--- config.mk ---
export PLATFORM = sky130hd
export DESIGN_NAME = uart_addr_rx
export DESIGN_NICKNAME = d
export VERILOG_FILES = /design/src/rtl/uart_addr_rx.sv
export SDC_FILE = /design/constraint.sdc
export NUM_CORES = 1
export LEC_CHECK = 0
export BUFFER_PORTS_ARGS = -buffer_cell sky130_fd_sc_hd__buf_2
export CELL_PAD_IN_SITES_DETAIL_PLACEMENT = 0
export CELL_PAD_IN_SITES_GLOBAL_PLACEMENT = 1
export CORE_ASPECT_RATIO = 0.9
export CORE_UTILIZATION = 42
export DETAILED_ROUTE_END_ITERATION = 8
export GPL_ROUTABILITY_DRIVEN = 0
export MAX_ROUTING_LAYER = met4
export PLACE_DENSITY_LB_ADDON = 0.1
export SYNTH_ARGS = -nofsm -noshare
export SYNTH_HDL_FRONTEND = slang
export SYNTH_SLANG_ARGS = --single-unit
--- constraint.sdc ---
create_clock -name clk -period 2.8 [get_ports clk]
set_clock_uncertainty 0.2 [all_clocks]
set_input_delay 0.42 -clock clk [delete_from_list [all_inputs] [get_ports clk]]
set_output_delay 0.42 -clock clk [all_outputs]
set_load 0.005 [all_outputs]
--- src/rtl/uart_addr_rx.sv ---
module uart_addr_rx #(
  parameter int OSR   = 16,
  parameter int DEPTH = 2
) (
  input  logic       clk,
  input  logic       rst_n,
  input  logic       rx_in,
  input  logic       os_tick,
  input  logic       dbl_speed,
  input  logic [2:0] len_sel,
  input  logic [1:0] par_mode,
  input  logic       filt_en,
  input  logic       rd_en,
  output logic       rx_valid,
  output logic [8:0] rx_data,
  output logic       rx_ferr,
  output logic       rx_perr,
  output logic       rx_ovr
);
  localparam int CW = $clog2(OSR);
  localparam int PW = (DEPTH > 1) ? $clog2(DEPTH) : 1;
  localparam int NW = $clog2(DEPTH + 1);
  localparam logic [CW-1:0] LAST_N = CW'(OSR - 1);
  localparam logic [CW-1:0] LAST_D = CW'(OSR / 2 - 1);
  localparam logic [CW-1:0] MID_N  = CW'(OSR / 2);
  localparam logic [CW-1:0] MID_D  = CW'(OSR / 4);
  localparam logic [PW-1:0] PTR_TOP = PW'(DEPTH - 1);
  localparam logic [NW-1:0] FULL_N  = NW'(DEPTH);

  typedef enum logic [2:0] {S_IDLE, S_START, S_DATA, S_PAR, S_STOP} st_t;

  logic          rx_m, rx_s, armed;
  st_t           st;
  logic [CW-1:0] cnt;
  logic [3:0]    idx, c_nb;
  logic [8:0]    sh;
  logic          pbit, sa, sb;
  logic          c_dbl, c_pen, c_podd, c_filt;

  logic [CW-1:0] last, mid;
  logic          vote, frame_done, flag, perr_now, accept, full, push, pop;

  logic [10:0]   mem [DEPTH];
  logic [PW-1:0] wp, rp;
  logic [NW-1:0] count;

  assign last       = c_dbl ? LAST_D : LAST_N;
  assign mid        = c_dbl ? MID_D : MID_N;
  assign vote       = (sa & sb) | (sa & rx_s) | (sb & rx_s);
  assign frame_done = os_tick && st == S_STOP && cnt == mid + 1'b1;
  assign flag       = (c_nb == 4'd9) ? sh[8] : vote;
  assign perr_now   = c_pen && ((^sh ^ pbit) != c_podd);
  assign accept     = !c_filt || flag;
  assign full       = count == FULL_N;
  assign push       = frame_done && accept && !full;
  assign pop        = rd_en && count != '0;

  always_ff @(posedge clk) begin
    if (!rst_n) begin
      rx_m <= 1'b1;
      rx_s <= 1'b1;
    end else begin
      rx_m <= rx_in;
      rx_s <= rx_m;
    end
  end

  always_ff @(posedge clk) begin
    if (!rst_n) begin
      st     <= S_IDLE;
      armed  <= 1'b0;
      cnt    <= '0;
      idx    <= '0;
      sh     <= '0;
      pbit   <= 1'b0;
      sa     <= 1'b1;
      sb     <= 1'b1;
      c_dbl  <= 1'b0;
      c_nb   <= 4'd8;
      c_pen  <= 1'b0;
      c_podd <= 1'b0;
      c_filt <= 1'b0;
    end else if (os_tick) begin
      if (st == S_IDLE) begin
        if (rx_s) begin
          armed <= 1'b1;
        end else if (armed) begin
          st     <= S_START;
          cnt    <= CW'(1);
          idx    <= '0;
          sh     <= '0;
          pbit   <= 1'b0;
          c_dbl  <= dbl_speed;
          c_nb   <= len_sel[2] ? 4'd9 : {2'b00, len_sel[1:0]} + 4'd5;
          c_pen  <= par_mode[1];
          c_podd <= par_mode[0];
          c_filt <= filt_en;
        end
      end else begin
        cnt <= (cnt == last) ? '0 : cnt + 1'b1;
        if (cnt == mid - 1'b1) sa <= rx_s;
        if (cnt == mid) sb <= rx_s;
        case (st)
          S_START: begin
            if (cnt == mid + 1'b1 && vote) begin
              st  <= S_IDLE;
              cnt <= '0;
            end else if (cnt == last) begin
              st <= S_DATA;
            end
          end
          S_DATA: begin
            if (cnt == mid + 1'b1) sh[idx] <= vote;
            if (cnt == last) begin
              if (idx == c_nb - 4'd1) st <= c_pen ? S_PAR : S_STOP;
              else idx <= idx + 4'd1;
            end
          end
          S_PAR: begin
            if (cnt == mid + 1'b1) pbit <= vote;
            if (cnt == last) st <= S_STOP;
          end
          S_STOP: begin
            if (cnt == mid + 1'b1) begin
              st    <= S_IDLE;
              cnt   <= '0;
              armed <= 1'b0;
            end
          end
          default: st <= S_IDLE;
        endcase
      end
    end
  end

  always_ff @(posedge clk) begin
    if (!rst_n) begin
      wp     <= '0;
      rp     <= '0;
      count  <= '0;
      rx_ovr <= 1'b0;
      for (int i = 0; i < DEPTH; i++) mem[i] <= '0;
    end else begin
      if (push) begin
        mem[wp] <= {perr_now, !vote, sh};
        wp      <= (wp == PTR_TOP) ? '0 : wp + 1'b1;
      end
      if (pop) rp <= (rp == PTR_TOP) ? '0 : rp + 1'b1;
      count <= count + NW'(push) - NW'(pop);
      if (frame_done && accept && full) rx_ovr <= 1'b1;
      else if (pop) rx_ovr <= 1'b0;
    end
  end

  assign rx_valid = count != '0;
  assign {rx_perr, rx_ferr, rx_data} = mem[rp];

  AST_FIFO_BOUND: assert property (@(posedge clk) disable iff (!rst_n) count <= FULL_N);
  AST_OVR_ON_FULL: assert property (@(posedge clk) disable iff (!rst_n) (frame_done && accept && full) |=> rx_ovr);
  AST_HEAD_HOLD: assert property (@(posedge clk) disable iff (!rst_n) (rx_valid && !rd_en) |=> (rx_valid && $stable(rx_data)));
  AST_DROP_DATA: assert property (@(posedge clk) disable iff (!rst_n) (frame_done && c_filt && !flag) |=> (count <= $past(count)));
  AST_ADDR_KEEP: assert property (@(posedge clk) disable iff (!rst_n) (frame_done && flag && !full) |=> rx_valid);
  AST_CFG_FROZEN: assert property (@(posedge clk) disable iff (!rst_n) (st != S_IDLE) |=> (st == S_IDLE || $stable(c_filt)));
endmodule

==> impl_metrics.toml, run 1 <==
[timing]
setup_tns_ns = 0
fin_ws_ns = 0.394
finalHoldViolCount = 0
timing.final.crit_share_pct = 85.9
timing.slew.headroom_pct = 58.0
fmax_ghz = 0.416
drv_slew = 0
worst_pin_slew_ns = 0.625
rsz0062_at_grt = "false"
period_needed_ns = 2.41
finalSetupViolations = 0

[global_routing]
grt-ovfl-total = 0
grt_util_met1_pct = 24.9
use_met2_pct = 28.6
grt_first_pass_wirelength_um = 11200
grt_pass1_vias = 2284
grtUsageMet3_pct = 6.38
busiest_layer = "met2"
antenna_found_initial = 0
grt_usage_pct = 19.2
grt_max_degree = 22

[drt]
drt_pre_antenna_iters = 4
via_per_inst = 5.21
first_iter_violations = 73
drt-wirelength-per-cell_um = 14.7
num_vias = 2416
ant_nets = 0
drc = 0
drt_wl_total_um = 6810

[yosys]
synth-compound-area-share_pct = 11.0
synth_top_family_by_area = "simple AND/OR/NAND/NOR gates"
synth-xor-area-share_pct = 6.18
ys_types = 53
avgSynthCellArea_um2 = 9.70
synth_edf_count = 22
yosys.area_share.simple_pct = 22.1
synthAdderAreaFrac_pct = 4.89
synth-async-reset-ratio_pct = 0
yosysWarnings = 0
ys_seq_area_share_pct = 44.6
synth_ff_type = "dfxtp_1"
synth_fp_nets = 362
synth_seq_cells = 62
syn-instance-count = 338
netlist_area_mm2 = 0.00328
muxShareOfSynthArea_pct = 7.14

[die]
rows = 30
die_h_um = 85.8
dieArea_mm2 = 0.00816
num_io_pins = 25
initial_utilization_pct = 43.4
fp.dieW_um = 95.1
core_area_mm2 = 0.00754

[clock_tree]
cts_setup_buffers = 0
hold_buffers = 0
cts_htree_levels = 3
cts.clk_slew.worst_paths_ns = 0.07
cts_root_buf = "clkbuf_8"
cts_tree = "done"
clk_latency_ns = 0.34
clock-sinks = 62
cts_buffers = 9
cts_resized = 0
clockBufferDepth = 2

[worst_setup_path]
crit_arrival_ns = 2.19
worstPathMaxFanout = 11
reg2reg_depth = 5
cp-start-kind = "flip-flop"
worstPathCellList = "nor3b_2 > o2111ai_1 > nor3_2 > nand2_1 > nand2_1"
crit_path_max_incr_delay_ns = 0.45
cp_top_family = "simple AND/OR/NAND/NOR gates"
r2r_slack_ns = 0.39
r2r_end = "mem[1][9]"
reg2reg_from = "cnt[3]"
crit_required_ns = 2.58
worst_path_most_repeated_cell = "nand2_1"
critPathBufInv = 0
critical_path_class = "flip-flop to flip-flop"
cp_slowest_cell = "dfxtp_1"
end_kind = "flip-flop"

[finish]
nFillCells = 740
antenna_cells = 0
drive_gt1_share_pct = 17.9
areaGrowthSynthToFinish_pct = 14.4
final_nets = 387
register_area_mm2 = 0.00146
final_common_cell = "nand2_1"
multiInputGateArea_mm2 = 0.00169
mostFrequentLayoutCells = "nand2_1, dfxtp_1, and2_1"

[worst_hold_path]
min_to = "rx_m"
hold_depth = 2
hold_class = "input pin to flip-flop"
hold_start = "rx_in"

[placed_design]
hpwl_um = 4930
io_buffers = 24
dp_slack_ns = 0.261

[job]
max_cap_viol_count = 0

[pwr]
power_leakage_nw = 1.48
power.density_mw_per_mm2 = 627
peakVddDrop_v = 0.000310

[status]
status = "finished, final reports clean"
-- cell type report --
class | instances | area share, %
Multi-Input combinational cell | 242 | 45.0
Sequential cell | 62 | 39.0
Timing Repair Buffer | 31 | 4.61
Clock buffer | 9 | 3.30
Clock inverter | 7 | 3.20
Tap cell | 96 | 3.20
Inverter | 17 | 1.70
-- sequential cells by signal, summed over array words and instances (netlist names), 2 cells and up, named ones only --
name and cells:
cnt 4, sh 9, count 2, idx 4, mem 22, st 3
c_nb 4
-- logic make-up after synthesis --
group                      Yosys count
muxes                               22
and+or+nand+nor                    136
buffers and inverters               34
adders and majority gates           13
AOI/OAI and AO/OA                   51
xor gates and xnor gates            20
DFF                                 62
-- worst max path at each step --
stage / start / endpoint / slack [ns] / depth (start not counted)
detailed placement: os_tick / mem[1][1] / 0.26 / 6
global placement: os_tick / mem[1][1] / 0.36 / 6
CTS: cnt[3] / mem[1][9] / 0.35 / 5
global route: cnt[3] / mem[1][6] / 0.11 / 5
floorplan: os_tick / mem[0][0] / 0.25 / 5
finish: cnt[3] / mem[1][9] / 0.39 / 5
-- metal layers --
metal | routed length, µm | vias up
met4 | 75 | 0
met2 | 3200 | 47
met3 | 280 | 6
met5 | 0 | -
met1 | 3260 | 1141
li1 | - | 1222
-- where the power goes --
group | switching [mW] | leakage [nW] | internal, mW
clock network | 0.361 | 0.120 | 0.594
logic | 0.205 | 0.829 | 0.162
registers | 0.0511 | 0.534 | 0.975
-- through the flow --
stage	util, %	cells	hold WS [ns]	power [mW]	area, µm²
6_report	49.7	464	0.0583	2.35	3750
5_1_grt	49.7	464	0.0524	2.48	3750
4_1_cts	49.7	464	0.0400	2.38	3750
3_5_place_dp	46.5	448	0.200	1.41	3500
3_3_place_gp	46.5	448	0.195	1.42	3500
2_1_floorplan	-	338	0.186	1.31	3280
-- worst reg2reg max path, stage by stage (launching register included) --
cell and delay (ns):
dfxtp_1 0.45, nor3b_2 0.40, o2111ai_1 0.23, nor3_2 0.30, nand2_1 0.09, nand2_1 0.38
-- Yosys cell counts (2+ instances only) --
cell	instances	area share [%]
a211oi_1	2	0.46
mux2_2	11	3.8
o2111ai_1	4	1.1
or2_2	3	0.57
and2_1	26	5.0
edfxtp_1	22	20
o21ai_0	10	1.5
nand2b_1	5	0.95
dfxtp_1	40	24
xor2_1	5	1.3
nor3_1	4	0.61
nand3b_1	3	0.69
nor2b_1	4	0.76
xnor3_1	2	1.4
nand2_1	45	5.2
clkbuf_1	11	1.3
and3b_1	3	0.80
o21ai_1	2	0.31
o31a_1	2	0.53
o211a_1	2	0.61
buf_2	6	0.92
o211ai_1	4	0.92
nand4b_1	2	0.53
xnor2_1	13	3.5
nand3_1	7	1.1
inv_1	17	1.9
a21oi_1	8	1.2
and3_1	3	0.57
a21boi_0	7	1.6
nor4_1	4	0.76
or3_1	4	0.76
mux2i_1	11	3.4
ha_1	12	4.6
nor2_1	15	1.7
Note: power is estimated with default switching activity, not from simulation.
==> run 2: changes to the inputs <==
- ABC_AREA: unset -> 1
- CORE_UTILIZATION: 42 -> 41
==> impl_metrics.toml, run 2 <==
[worst_setup_path]
cp-start-kind = "flip-flop"
cp_slowest_cell = "dfxtp_1"
end_kind = "flip-flop"
worstPathMaxFanout = 11
crit_path_max_incr_delay_ns = 0.45
crit_required_ns = 2.57
crit_arrival_ns = 2.05
worstPathCellList = "nand2_2 > nand3_1 > a21oi_1 > nor2_2 > o21ai_2 > inv_2 > nand3_2 > nand2_1"
r2r_slack_ns = 0.52
critical_path_class = "flip-flop to flip-flop"

[drt]
via_per_inst = 4.94
drc = 0
num_vias = 2625
first_iter_violations = 106
drt-wirelength-per-cell_um = 13.1
ant_nets = 0
drt_wl_total_um = 6940
drt_pre_antenna_iters = 4

[status]
status = "finished, final reports clean"

[die]
rows = 30
die_h_um = 87.6
initial_utilization_pct = 43.3
dieArea_mm2 = 0.00850
fp.dieW_um = 97.1
num_io_pins = 25
core_area_mm2 = 0.00769

[timing]
rsz0062_at_grt = "false"
drv_slew = 0
timing.final.crit_share_pct = 81.4
fin_ws_ns = 0.522
finalHoldViolCount = 0
period_needed_ns = 2.28
whs_ns = 0.0719
finalSetupViolations = 0
timing.slew.headroom_pct = 48.3
worst_pin_slew_ns = 0.775
fmax_ghz = 0.439
setup_tns_ns = 0

[finish]
areaGrowthSynthToFinish_pct = 11.6
drive_gt1_share_pct = 19.5
mostFrequentLayoutCells = "nand2_1, inv_1, nor2_1"
register_area_mm2 = 0.00146
final_nets = 454
stdcell_count = 531
nFillCells = 752
largest_register_ff_count = 22
final_area_mm2 = 0.00372
antenna_cells = 0
multiInputGateArea_mm2 = 0.00158
regMostFlops = "mem"
final_common_cell = "nand2_1"
reg_top3 = "mem (22), sh (9)"

[clock_tree]
cts_setup_buffers = 0
hold_buffers = 0
cts_tree = "done"
clk_latency_ns = 0.33
cts_resized = 0
cts_root_buf = "clkbuf_8"
cts_buffers = 9
cts.clk_slew.worst_paths_ns = 0.07
clock-sinks = 62
clockBufferDepth = 2
cts_htree_levels = 3

[placed_design]
hpwl_um = 5110
placed_area_mm2 = 0.00352
dp_slack_ns = 0.554
io_buffers = 24
place_inst = 515

[global_routing]
grt_pass1_vias = 2389
grt-ovfl-total = 0
antenna_found_initial = 0
grt_first_pass_wirelength_um = 11900
grt_max_degree = 22
grt_usage_pct = 18.4

[yosys]
yosys.area.top_type_share_pct = 24.0
synth-async-reset-ratio_pct = 0
synth_fp_nets = 430
netlist_area_mm2 = 0.00334
avgSynthCellArea_um2 = 8.22
synth_common_cells = "nand2_1, inv_1, nor2_1"
synth_seq_cells = 62
synth_ff_type = "dfxtp_1"
ys_seq_area_share_pct = 43.8
yosysMostFrequentCell = "nand2_1"
synth_area_leaders = "dfxtp_1, edfxtp_1, nand2_1, inv_1, a21oi_1"
yosysWarnings = 0
ys_types = 35
synth_top_cell_by_area = "dfxtp_1"
syn-instance-count = 406
synth_edf_count = 22

[pwr]
peakVddDrop_v = 0.000361
power_leakage_nw = 1.54
power.density_mw_per_mm2 = 735

[worst_hold_path]
hold_class = "input pin to flip-flop"

[job]
max_cap_viol_count = 0
## run 2: cell count changes after synthesis, moves of 13 or more
cell,change
nand3_1,+13
and2_1,-26
inv_1,+33
a21oi_1,+27
nor2_1,+29
nand2_1,+18
## run 2: report_power, final
| group | switching [mW] | leakage (nW) | internal (mW) | total (mW) |
|---|---|---|---|---|
| Combinational | 0.577 | 0.880 | 0.253 | 0.830 |
| Sequential | 0.0693 | 0.551 | 0.996 | 1.07 |
| Clock | 0.345 | 0.105 | 0.496 | 0.841 |
| Total | 0.991 | 1.54 | 1.75 | 2.74 |
## run 2: per-stage QoR
step / utilization (%) / power, mW
2_1_floorplan: - / 1.75
3_3_place_gp: 45.7 / 1.93
3_5_place_dp: 45.7 / 1.92
4_1_cts: 48.4 / 2.76
5_1_grt: 48.4 / 2.93
6_report: 48.4 / 2.74
## run 2: metal layers
layer | vias up | GRT usage [%] | part of all wire (%)
met5 | - | - | 0
met4 | 0 | 6.11 | 1.3
met3 | 10 | 4.07 | 3.4
met2 | 41 | 27.8 | 44
met1 | 1194 | 24.6 | 52
li1 | 1380 | - | -
## run 2: logic make-up (layout without fill, tap and decap cells)
logic type,count (synthesis),in the layout,share of synthesized area [%]
xor gates and xnor gates,14,14,3.68
muxes,11,11,3.71
adders and majority gates,12,12,4.50
AOI/OAI and AO/OA,66,66,11.1
and+or+nand+nor,170,170,24.2
DFF,62,62,43.8
buffers and inverters,71,100,8.93
## run 2: path summary, 6_finish.rpt
| path | start | depth (start not counted) | endpoint |
|---|---|---|---|
| worst min-delay path | rx_in | 2 | rx_m |
| worst max register to register | rx_s | 8 | mem[1][1] |
| worst min register to register | rx_m | 1 | rx_s |
| worst max-delay path | rx_s | 8 | mem[1][1] |
## run 2: critical path: cells and delay by family, from the launching register on
family | cells | cell delay [ns]
buffers and inverters | 1 | 0.08
AND/OR/NAND/NOR | 5 | 0.95
AO/OA/AOI/OAI | 2 | 0.24
flip-flops | 1 | 0.45
## run 2: layout make-up
class                      count  share of cell area, %
sequential                    62                   39.2
tap                           96                   3.23
clock buffer                  11                   3.53
clock inverter                 5                   1.98
timing repair buffer          27                   3.83
inverter                      57                   5.85
multi-input combinational    273                   42.3
==> run 3: changes to the inputs <==
- ABC_AREA: 1 -> 0
- CORE_UTILIZATION: 41 -> 45
- clock period: 2.8 -> 2.1 ns (I/O delays scaled with it)
==> impl_metrics.toml, run 3 (synthesis gave the netlist of run 1 again) <==
[status]
status = "finished, final reports clean"

[global_routing]
antenna_found_initial = 0
grt_first_pass_wirelength_um = 12100
grt_max_degree = 30
grt_usage_pct = 21.3
grt_pass1_vias = 2480
grt-ovfl-total = 0

[clock_tree]
cts.clk_slew.worst_paths_ns = 0.07
cts_htree_levels = 3
clk_latency_ns = 0.34
clockBufferDepth = 2
cts_tree = "done"
cts_buffers = 9
clock-sinks = 62
cts_root_buf = "clkbuf_8"

[finish]
final_area_mm2 = 0.00418
drive_gt1_share_pct = 32.4
final_core_util_pct = 59.3
mostFrequentLayoutCells = "nand2_1, buf_4, dfxtp_1"
largest_register_ff_count = 22
reg_top3 = "mem (22), sh (9)"
regMostFlops = "mem"
final_nets = 427
antenna_cells = 0
stdcell_count = 501
areaGrowthSynthToFinish_pct = 27.4
final_common_cell = "nand2_1"

[timing]
fin_ws_ns = 0.00343
fmax_ghz = 0.477
drv_slew = 0
period_needed_ns = 2.10
timing.final.crit_share_pct = 99.8
timing.slew.headroom_pct = 67.4
finalHoldViolCount = 0
rsz0062_at_grt = "true"
finalSetupViolations = 0
worst_pin_slew_ns = 0.487

[drt]
drt-wirelength-per-cell_um = 14.3
ant_nets = 0
via_per_inst = 5.14
first_iter_violations = 117
num_vias = 2575
drc = 0
drt_pre_antenna_iters = 4
drt_wl_total_um = 7160

[worst_setup_path]
worstPathMaxFanout = 4
reg2reg_from = "c_nb[0]"
crit_required_ns = 2.15
r2r_end = "st[0]"
reg2reg_depth = 7
cp-start-kind = "flip-flop"
crit_arrival_ns = 2.15
end_kind = "flip-flop"
r2r_slack_ns = 0.003
critical_path_class = "flip-flop to flip-flop"

[worst_hold_path]
hold_start = "par_mode[0]"
hold_class = "input pin to flip-flop"
min_to = "c_podd"
hold_depth = 3

[die]
fp.dieW_um = 92.0
rows = 29
initial_utilization_pct = 46.6
num_io_pins = 25
dieArea_mm2 = 0.00763
core_area_mm2 = 0.00704
die_h_um = 83.0

[pwr]
power.density_mw_per_mm2 = 734
power_leakage_nw = 1.67
peakVddDrop_v = 0.000407

[placed_design]
place_inst = 479
dp_slack_ns = -0.126
placed_area_mm2 = 0.00384
io_buffers = 24
hpwl_um = 5280

[job]
max_cap_viol_count = 0
-- run 3: per-layer routing --
layer / global-route usage, % / part of all wire [%] / vias to the layer above
met1: 26.7 / 47 / 1219
li1: - / - / 1303
met4: 7.81 / 1.6 / 0
met5: - / 0 / -
met2: 33.1 / 48 / 41
met3: 5.68 / 3.8 / 12
-- run 3: stage by stage --
stage	hold slack, ns	TNS (ns)	total power [mW]
2_1_floorplan	0.186	-0.469	1.77
3_3_place_gp	0.202	-0.811	2.01
3_5_place_dp	0.196	-1.83	2.02
4_1_cts	0.00860	-0.0248	3.09
5_1_grt	0.0302	-1.68	3.23
6_report	0.0271	0	3.07
-- run 3: cell type report --
type                            count  area, µm²
Inverter                           17       63.8
Clock buffer                        9        124
Sequential cell                    62       1480
Timing Repair Buffer               71        509
Clock inverter                      7       72.6
Tap cell                           93        116
Fill cell                         635       2860
Multi-Input combinational cell    242       1810
-- run 3: worst max-delay path by stage --
stage | from | end | slack [ns] | cells after the start
after floorplan | cnt[2] | mem[0][0] | -0.04 | 5
after global placement | sa | count[1] | -0.06 | 7
final | c_nb[0] | st[0] | 0.003 | 7
after detailed placement | sa | count[1] | -0.13 | 7
after global routing | c_nb[0] | st[0] | -0.08 | 7
after CTS | c_nb[0] | st[1] | -0.02 | 7
-- run 3: where the power goes --
part	total, mW	switching, mW	internal [mW]
clock network	1.04	0.487	0.551
registers	1.36	0.0591	1.30
logic	0.665	0.336	0.329
-- run 3: critical path, cell delays in order (launching register included) --
cell and delay (ns):
dfxtp_4 0.37, inv_2 0.05, ha_4 0.25, xor2_1 0.13, nand3_1 0.10, o311a_1 0.31
or3_4 0.35, o32ai_2 0.26
-- run 3: timing repair --
item,CTS,global route
pin swaps,5,3
hold buffers,3,0
buffers inserted,2,1
endpoints found under the hold margin,3,0
endpoints found under the setup margin,31,43
gates cloned,0,0
gates resized for setup,16,16
